## config.mk

```make
export PLATFORM = sky130hd
export DESIGN_NAME = alert_agg_top
export DESIGN_NICKNAME = d
export VERILOG_FILES = /design/src/rtl/alert_pkg.sv /design/src/rtl/alert_cfg_regs.sv /design/src/rtl/alert_status_bank.sv /design/src/rtl/alert_drive.sv /design/src/rtl/alert_agg_top.sv
export SDC_FILE = /design/constraint.sdc
export NUM_CORES = 1
export LEC_CHECK = 0
export BUFFER_PORTS_ARGS = -buffer_cell sky130_fd_sc_hd__buf_4
export CAP_MARGIN = 20
export CORE_AREA = 3 3 92 94
export DETAILED_ROUTE_END_ITERATION = 16
export DIE_AREA = 0 0 95 97
export SKIP_LAST_GASP = 1
export SLEW_MARGIN = 20
export SYNTH_ARGS = -nofsm -noshare
export SYNTH_HDL_FRONTEND = slang
export SYNTH_SLANG_ARGS = --single-unit
export TNS_END_PERCENT = 30
```

## constraint.sdc

```tcl
create_clock -name clk -period 2.1 [get_ports clk]
set_input_delay 0.105 -clock clk [delete_from_list [all_inputs] [get_ports clk]]
set_output_delay 0.105 -clock clk [all_outputs]
set_load 0.05 [all_outputs]
```

## src/rtl/alert_pkg.sv

```systemverilog
package alert_pkg;
  typedef struct packed {
    logic pin_a_en;
    logic pin_b_en;
    logic therm_on_tach;
  } alert_cfg_t;

  localparam int NUM_BANKS = 2;
endpackage

```

## src/rtl/alert_cfg_regs.sv

```systemverilog
module alert_cfg_regs
  import alert_pkg::*;
#(
  parameter int DW = 8,
  parameter int AW = 8,
  parameter logic [AW-1:0] A_MASK_A = 8'h74,
  parameter logic [AW-1:0] A_MASK_B = 8'h75,
  parameter logic [AW-1:0] A_CFG_A  = 8'h78,
  parameter logic [AW-1:0] A_CFG_B  = 8'h7D,
  parameter int EN_BIT    = 0,
  parameter int THERM_BIT = 1
) (
  input  logic          clk,
  input  logic          rst,
  input  logic          wr_en,
  input  logic [AW-1:0] addr,
  input  logic [DW-1:0] wdata,
  output logic [DW-1:0] mask_a,
  output logic [DW-1:0] mask_b,
  output logic [DW-1:0] cfg_a,
  output logic [DW-1:0] cfg_b,
  output alert_cfg_t    cfg
);
  logic hit_ma, hit_mb, hit_ca, hit_cb;

  assign hit_ma = wr_en && (addr == A_MASK_A);
  assign hit_mb = wr_en && (addr == A_MASK_B);
  assign hit_ca = wr_en && (addr == A_CFG_A);
  assign hit_cb = wr_en && (addr == A_CFG_B);

  always_ff @(posedge clk) begin
    if (rst) begin
      mask_a <= '0;
      mask_b <= '0;
      cfg_a  <= '0;
      cfg_b  <= '0;
    end else begin
      if (hit_ma) mask_a <= wdata;
      if (hit_mb) mask_b <= wdata;
      if (hit_ca) cfg_a  <= wdata;
      if (hit_cb) cfg_b  <= wdata;
    end
  end

  always_comb begin
    cfg.pin_a_en      = cfg_a[EN_BIT];
    cfg.pin_b_en      = cfg_b[EN_BIT];
    cfg.therm_on_tach = cfg_b[THERM_BIT];
  end


  unmapped_write_chk: assert property (@(posedge clk) disable iff (rst)
    (wr_en && !hit_ma && !hit_mb && !hit_ca && !hit_cb) |=>
      ($stable(mask_a) && $stable(mask_b) && $stable(cfg_a) && $stable(cfg_b)));
endmodule

```

## src/rtl/alert_status_bank.sv

```systemverilog
module alert_status_bank #(
  parameter int DW = 8,
  parameter logic [DW-1:0] CAPTURE = '1
) (
  input  logic          clk,
  input  logic          rst,
  input  logic [DW-1:0] evt,
  input  logic          rd_clr,
  output logic [DW-1:0] status
);
  logic [DW-1:0] evt_kept;

  assign evt_kept = evt & CAPTURE;

  always_ff @(posedge clk) begin
    if (rst)         status <= '0;
    else if (rd_clr) status <= evt_kept;
    else             status <= status | evt_kept;
  end


  capture_chk: assert property (@(posedge clk) disable iff (rst)
    (|evt_kept) |=> ((status & $past(evt_kept)) == $past(evt_kept)));


  clear_chk: assert property (@(posedge clk) disable iff (rst)
    (rd_clr && !(|evt_kept)) |=> (status == '0));
endmodule

```

## src/rtl/alert_drive.sv

```systemverilog
module alert_drive #(
  parameter int DW = 8,
  parameter int SUM_BIT = 7
) (
  input  logic          clk,
  input  logic          rst,
  input  logic [DW-1:0] status_a,
  input  logic [DW-1:0] status_b,
  input  logic [DW-1:0] mask_a,
  input  logic [DW-1:0] mask_b,
  input  logic          pin_a_en,
  input  logic          pin_b_en,
  output logic          alert_a_n,
  output logic          alert_b_n
);
  logic [DW-1:0] own_a;
  logic          live_a, live_b, raise;

  always_comb begin
    own_a          = status_a & ~mask_a;
    own_a[SUM_BIT] = 1'b0;
    live_a         = |own_a;
    live_b         = !mask_a[SUM_BIT] && (|(status_b & ~mask_b));
    raise          = live_a || live_b;
  end

  always_ff @(posedge clk) begin
    if (rst) begin
      alert_a_n <= 1'b1;
      alert_b_n <= 1'b1;
    end else begin
      alert_b_n <= !(raise && pin_b_en);
      alert_a_n <= !(raise && pin_a_en && !pin_b_en);
    end
  end


  one_pin_chk: assert property (@(posedge clk) disable iff (rst)
    (alert_a_n || alert_b_n));


  disabled_chk: assert property (@(posedge clk) disable iff (rst)
    (!pin_a_en && !pin_b_en) |=> (alert_a_n && alert_b_n));


  sum_mask_chk: assert property (@(posedge clk) disable iff (rst)
    (mask_a[SUM_BIT] && !live_a) |=> (alert_a_n && alert_b_n));
endmodule

```

## src/rtl/alert_agg_top.sv

```systemverilog
module alert_agg_top
  import alert_pkg::*;
#(
  parameter int DW = 8,
  parameter int AW = 8,
  parameter logic [AW-1:0] A_STAT_A = 8'h41,
  parameter logic [AW-1:0] A_STAT_B = 8'h42,
  parameter logic [AW-1:0] A_MASK_A = 8'h74,
  parameter logic [AW-1:0] A_MASK_B = 8'h75,
  parameter logic [AW-1:0] A_CFG_A  = 8'h78,
  parameter logic [AW-1:0] A_CFG_B  = 8'h7D,
  parameter int SUM_BIT  = 7,
  parameter int TACH_BIT = 5
) (
  input  logic          clk,
  input  logic          rst,
  input  logic          wr_en,
  input  logic          rd_en,
  input  logic [AW-1:0] addr,
  input  logic [DW-1:0] wdata,
  output logic [DW-1:0] rdata,
  input  logic [DW-1:0] evt_a,
  input  logic [DW-1:0] evt_b,
  input  logic          therm_evt,
  output logic          alert_a_n,
  output logic          alert_b_n
);
  localparam logic [DW-1:0] CAP_A = ~(DW'(1) << SUM_BIT);
  localparam logic [DW-1:0] CAP_B = '1;

  logic [DW-1:0] mask_a, mask_b, cfg_a, cfg_b;
  alert_cfg_t    cfg;
  logic [DW-1:0] bank_evt [NUM_BANKS];
  logic [DW-1:0] bank_st  [NUM_BANKS];
  logic          bank_clr [NUM_BANKS];
  logic [DW-1:0] evt_b_eff, stat_a_view, rd_mux;

  alert_cfg_regs #(
    .DW(DW), .AW(AW),
    .A_MASK_A(A_MASK_A), .A_MASK_B(A_MASK_B),
    .A_CFG_A(A_CFG_A), .A_CFG_B(A_CFG_B)
  ) u_regs (
    .clk(clk), .rst(rst), .wr_en(wr_en), .addr(addr), .wdata(wdata),
    .mask_a(mask_a), .mask_b(mask_b), .cfg_a(cfg_a), .cfg_b(cfg_b), .cfg(cfg)
  );

  // tach-4 slot carries either the fan fault or the thermal event
  always_comb begin
    evt_b_eff           = evt_b;
    evt_b_eff[TACH_BIT] = cfg.therm_on_tach ? therm_evt : evt_b[TACH_BIT];
  end

  assign bank_evt[0] = evt_a;
  assign bank_evt[1] = evt_b_eff;
  assign bank_clr[0] = rd_en && (addr == A_STAT_A);
  assign bank_clr[1] = rd_en && (addr == A_STAT_B);

  for (genvar g = 0; g < NUM_BANKS; g++) begin : g_bank
    alert_status_bank #(
      .DW(DW), .CAPTURE(g == 0 ? CAP_A : CAP_B)
    ) u_bank (
      .clk(clk), .rst(rst), .evt(bank_evt[g]),
      .rd_clr(bank_clr[g]), .status(bank_st[g])
    );
  end

  always_comb begin
    stat_a_view          = bank_st[0];
    stat_a_view[SUM_BIT] = |bank_st[1];
    rd_mux = '0;
    if      (addr == A_STAT_A) rd_mux = stat_a_view;
    else if (addr == A_STAT_B) rd_mux = bank_st[1];
    else if (addr == A_MASK_A) rd_mux = mask_a;
    else if (addr == A_MASK_B) rd_mux = mask_b;
    else if (addr == A_CFG_A)  rd_mux = cfg_a;
    else if (addr == A_CFG_B)  rd_mux = cfg_b;
  end

  always_ff @(posedge clk) begin
    if (rst)        rdata <= '0;
    else if (rd_en) rdata <= rd_mux;
  end

  alert_drive #(.DW(DW), .SUM_BIT(SUM_BIT)) u_drive (
    .clk(clk), .rst(rst),
    .status_a(bank_st[0]), .status_b(bank_st[1]),
    .mask_a(mask_a), .mask_b(mask_b),
    .pin_a_en(cfg.pin_a_en), .pin_b_en(cfg.pin_b_en),
    .alert_a_n(alert_a_n), .alert_b_n(alert_b_n)
  );


  rdata_hold_chk: assert property (@(posedge clk) disable iff (rst)
    !rd_en |=> $stable(rdata));


  masked_capture_chk: assert property (@(posedge clk) disable iff (rst)
    (evt_b_eff[0] && mask_b[0]) |=> bank_st[1][0]);
endmodule

```

* Word-level counts from Yosys, hierarchy flattened
Index checks and enable logic that the tools add are counted.
Widths: inputs -> output; s select.
** Cells by class
- Equality and inequality tests :: 6
- Muxes and demuxes :: 9
- Bitwise operators :: 6
- Reduce and logical (&&, ||, !) cells :: 19
** Operators by type and width (number)
- $mux 8 :: 7
- $eq 8x7->1 const B :: 6
- $reduce_or 8->1 :: 2
- $logic_and 1x1->1 :: 10
- $and 8x8->8 :: 1
- $not 8->8 :: 1
- $or 8x7->8 :: 1
- $or 8x8->8 :: 1
- $and 7x7->7 :: 1
- $mux 7 :: 1
- $not 7->7 :: 1
- $reduce_or 7->1 :: 1
- $logic_not 1->1 :: 4
- $reduce_or 2->1 :: 1
- $logic_or 1x1->1 :: 1
- $mux 1 :: 1
** Word-level totals
- Bits in registers :: 58
- Input bits :: 37
- Output and inout bits :: 10
- Logic and storage cells :: 50

* Logic depth before layout (Yosys ltp)
- Depth in word-level cells :: 8
- Depth in mapped cells :: 8

* Modules after synthesis
A second synthesis with hierarchy kept.
** Second synthesis, totals
- Cell total of the unflattened synthesis :: 337
- Area total of the unflattened synthesis :: 2975.4 um^2
** By module, submodules not included
- alert_cfg_regs :: times used 1, cells each 123, area an instance 1392.6 um^2
- alert_agg_top :: times used 1, cells each 121, area an instance 838.3 um^2
- alert_status_bank at g_bank[1].u_bank :: times used 1, cells each 33, area an instance 304.0 um^2
- alert_status_bank at g_bank[0].u_bank :: times used 1, cells each 30, area an instance 256.5 um^2
- alert_drive :: times used 1, cells each 30, area an instance 183.9 um^2

* Worst setup path before layout
OpenSTA, ideal clock, no wires.
- Path type :: input-to-reg
- From :: input addr[1]
- To :: register u_regs.cfg_b[0]
- Arrival :: 1375 ps
- Required time :: 1972 ps
- Setup slack :: 598 ps
- Stages :: 8
- Cell sequence :: clkbuf_2 > nor2b_1 > buf_2 > nand4_1 > or2_1 > buf_2 > mux2i_1 > nor2_1
** Between the ends
- Word-level cells in the longest chain between the ends :: 2
** Ends and longest elaborated chain
- start: declaration :: RTL line alert_agg_top.sv:19 : input logic [AW-1:0] addr,
- $eq 8x7->1 :: RTL line alert_cfg_regs.sv:29 : assign hit_cb = wr_en && (addr == A_CFG_B);
- $logic_and 1x1->1 :: RTL line alert_cfg_regs.sv:29
- end signal: assignment :: RTL line alert_cfg_regs.sv:41 : if (hit_cb) cfg_b <= wdata;
- end: declaration :: RTL line alert_cfg_regs.sv:21 : output logic [DW-1:0] cfg_b,
No other way between the ends.
A chain may end at the register's enable or synchronous reset.

* Final worst setup path
- From :: input addr[2]
- To :: register g_bank[1].u_bank.status[4]
** Between the ends
- Word-level cells in the longest chain between the ends :: 3
** Ends and longest elaborated chain
- $eq 8x7->1 :: RTL line alert_agg_top.sv:56 : assign bank_clr[1] = rd_en && (addr == A_STAT_B);
- $logic_and 1x1->1 :: RTL line alert_agg_top.sv:56
- $mux 8 :: RTL line alert_status_bank.sv:17 : else if (rd_clr) status <= evt_kept;
- end signal: assignment :: RTL line alert_status_bank.sv:17
- end signal: assignment :: RTL line alert_status_bank.sv:18 : else status <= status | evt_kept;
- end: declaration :: RTL line alert_status_bank.sv:9 : output logic [DW-1:0] status
No other way between the ends.

==> reports/metrics.yaml <==
status:
  status: "complete, no violations"
worst_setup_path:
  required_ps: 2300
  r2r_cells: 5
  critPathLaunchType: "input port"
  crit_chain: "buf_4, or4b_4, nor3_4, nand3_1, a21oi_1, nor2_1"
  cpPeakStageDelay_ps: 520
  slowest_stage: "or4b_4"
  crit_type: "input port to flop"
  crit_path_end_kind: "flop"
  crit_arrival_ps: 1730
  cp_max_fo: 8
final_layout:
  seq_area_um2: 1140
  final_cell_mix: "57 x dfxtp_1, 55 x buf_4, 42 x nor2_1"
  syn2layout_area_growth_pct: 29.8
  multi_input_area_um2: 1360
  fill_cells: 764
  drive_above_1_share_pct: 19.1
  layout_commonest_cell: "dfxtp_1"
  nets: 421
  diodes: 0
global_routing:
  antenna_found_initial: 0
  grt_pass1_wl_um: 12500
  grt_pass1_vias: 2517
  grt_max_degree: 58
  grtUsageTotal_pct: 17.5
  grt_overflow: 0
clocking:
  hold_buffers: 14
  cts-root-buf: "clkbuf_8"
  cts.sinks: 57
  clockBufferDepth: 2
  ctsResizeCount: 0
  cts_buffers: 9
  cts_max_level: 3
  clk-insertion-delay-late_ps: 330
  clk_pin_slew_worst_paths_ps: 60
  cts_tree: "yes"
  postCtsSetupBuffers: 0
place:
  io_buffers: 45
  place.detailed.hpwl_um: 5530
  gp_congestion: 0.857
timing:
  relSlewSlack_pct: 60.4
  tightest_slew_ps: 592
  max_freq_mhz: 653
  skew_ps: 4.26
  hold_viol: 0
  worst_hold_slack_ps: 41.4
  setup_violations: 0
  final_max_slew_viol_count: 0
  timing.setup.tns_ps: 0
  period_share_pct: 72.9
  min_period_ps: 1530
  rsz0062_at_grt: "no"
drt:
  drc: 0
  via_per_inst: 5.24
  vias: 2569
  ant_nets: 0
  firstDrtPassIters: 5
  wl_um: 7710
  drt_iter0_drc: 263
  avgRoutedWirePerCell_um: 15.7
min_path:
  whs_path_depth: 3
  hp-class: "input port to flop"
floorplan:
  die_area_um2: 9220
  coreArea_um2: 7730
  die_w_um: 95
  start_util_pct: 34.4
  std_cell_rows: 32
  die_h_um: 97
  ioPinCount: 47
logic_synthesis:
  ys_warn_count: 0
  synth_area_um2: 2660
  synthCells: 322
  synthDistinctLibCells: 39
  syn-num-nets: 359
  seq_area_frac_synth_pct: 42.9
  ys_ff_latch: 57
  syn_avg_cell_area_um2: 8.25
pwr:
  vdd_drop_max_mv: 0.232
  p_leak_nw: 1.45
  p_per_area_nw_per_um2: 688
run:
  maxCapViolations: 0
-- state kept, by name (all words and copies together), names as in the netlist --
register,count
g_bank.u_bank.status,15
rdata,8
u_drive.alert_a_n,1
u_drive.alert_b_n,1
u_regs.cfg_a,8
u_regs.cfg_b,8
u_regs.mask_a,8
u_regs.mask_b,8
-- metal layers --
layer | track usage [%] | share of wire, % | vias to the layer above
met5 | 0 | 0 | -
li1 | - | - | 1274
met2 | 25.5 | 45 | 86
met4 | 10.4 | 4.0 | 0
met1 | 24.1 | 45 | 1182
met3 | 2.64 | 5.4 | 27
-- synth_stat cells --
cell type	number	share of area, %
a2111oi_2	1	0.56
a21oi_1	37	7.0
a221oi_1	1	0.33
a222oi_1	1	0.38
a22o_1	14	4.6
a22oi_1	8	2.3
a31oi_1	1	0.24
a32oi_1	1	0.33
and2_1	1	0.24
and3_1	7	1.6
and4b_1	1	0.38
buf_2	5	0.94
buf_6	1	0.42
clkbuf_1	11	1.6
clkbuf_2	1	0.19
clkinv_1	1	0.14
dfxtp_1	57	43
inv_1	18	2.5
mux2i_1	18	6.8
nand2_1	29	4.1
nand2b_1	9	2.1
nand3_1	5	0.94
nand3b_1	2	0.56
nand4_1	1	0.24
nand4b_1	1	0.33
nor2_1	42	5.9
nor2b_1	2	0.47
nor3_1	2	0.38
nor3_2	1	0.38
nor3_4	1	0.61
nor4_1	3	0.71
nor4_4	1	0.80
o2111a_1	1	0.42
o211ai_1	6	1.7
o21ai_0	17	3.2
o22ai_1	11	2.6
o41ai_1	1	0.33
or2_1	1	0.24
or4b_4	1	0.52
-- logic make-up (layout without fill, tap and decap cells) --
logic type	after synthesis	count (layout)	synth area share (%)
compound gates	100	100	23.9
flops	57	57	42.9
mux	18	18	6.78
buf+inv	37	103	5.79
simple gates	110	110	20.6
-- power breakdown --
group          leakage, nW  internal (mW)  switching (mW)
clock network        0.102          0.602           0.421
registers            0.464           1.10          0.0263
logic                0.882          0.107           0.113
total                 1.45           1.81           0.561
-- cell type report --
cell class / count / share of cell area (%)
Clock buffer: 12 / 4.50
Timing Repair Buffer: 69 / 16.0
Clock inverter: 3 / 1.16
Tap cell: 102 / 3.70
Multi-Input combinational cell: 228 / 39.5
Sequential cell: 57 / 33.1
Inverter: 19 / 2.07
-- final timing paths --
check	slack (ps)	start	endpoint
worst max-delay path	570	addr[2]	g_bank[1].u_bank.status[4]
worst min-delay path	40	wdata[6]	u_regs.mask_a[6]
worst max register to register	790	g_bank[1].u_bank.status[6]	u_drive.alert_a_n
worst min register to register	440	u_regs.cfg_b[0]	u_drive.alert_b_n
-- through the flow --
step,total power [mW],setup slack (ps),utilization (%),std cells,instance area [um2]
3_3_place_gp,1.35,265,40.3,461,3120
2_1_floorplan,1.25,598,-,322,2660
6_report,2.37,569,44.7,490,3450
3_5_place_dp,1.35,216,40.3,461,3120
4_1_cts,2.39,583,44.7,490,3450
5_1_grt,2.46,433,44.7,490,3450
-- worst max-delay path, delay by kind of cell --
family	cells	cell delay (ps)
AOI/OAI and AO/OA	1	240
and+or+nand+nor	4	1240
buffers and inverters	1	130
Power figures use the tool's default switching activity.
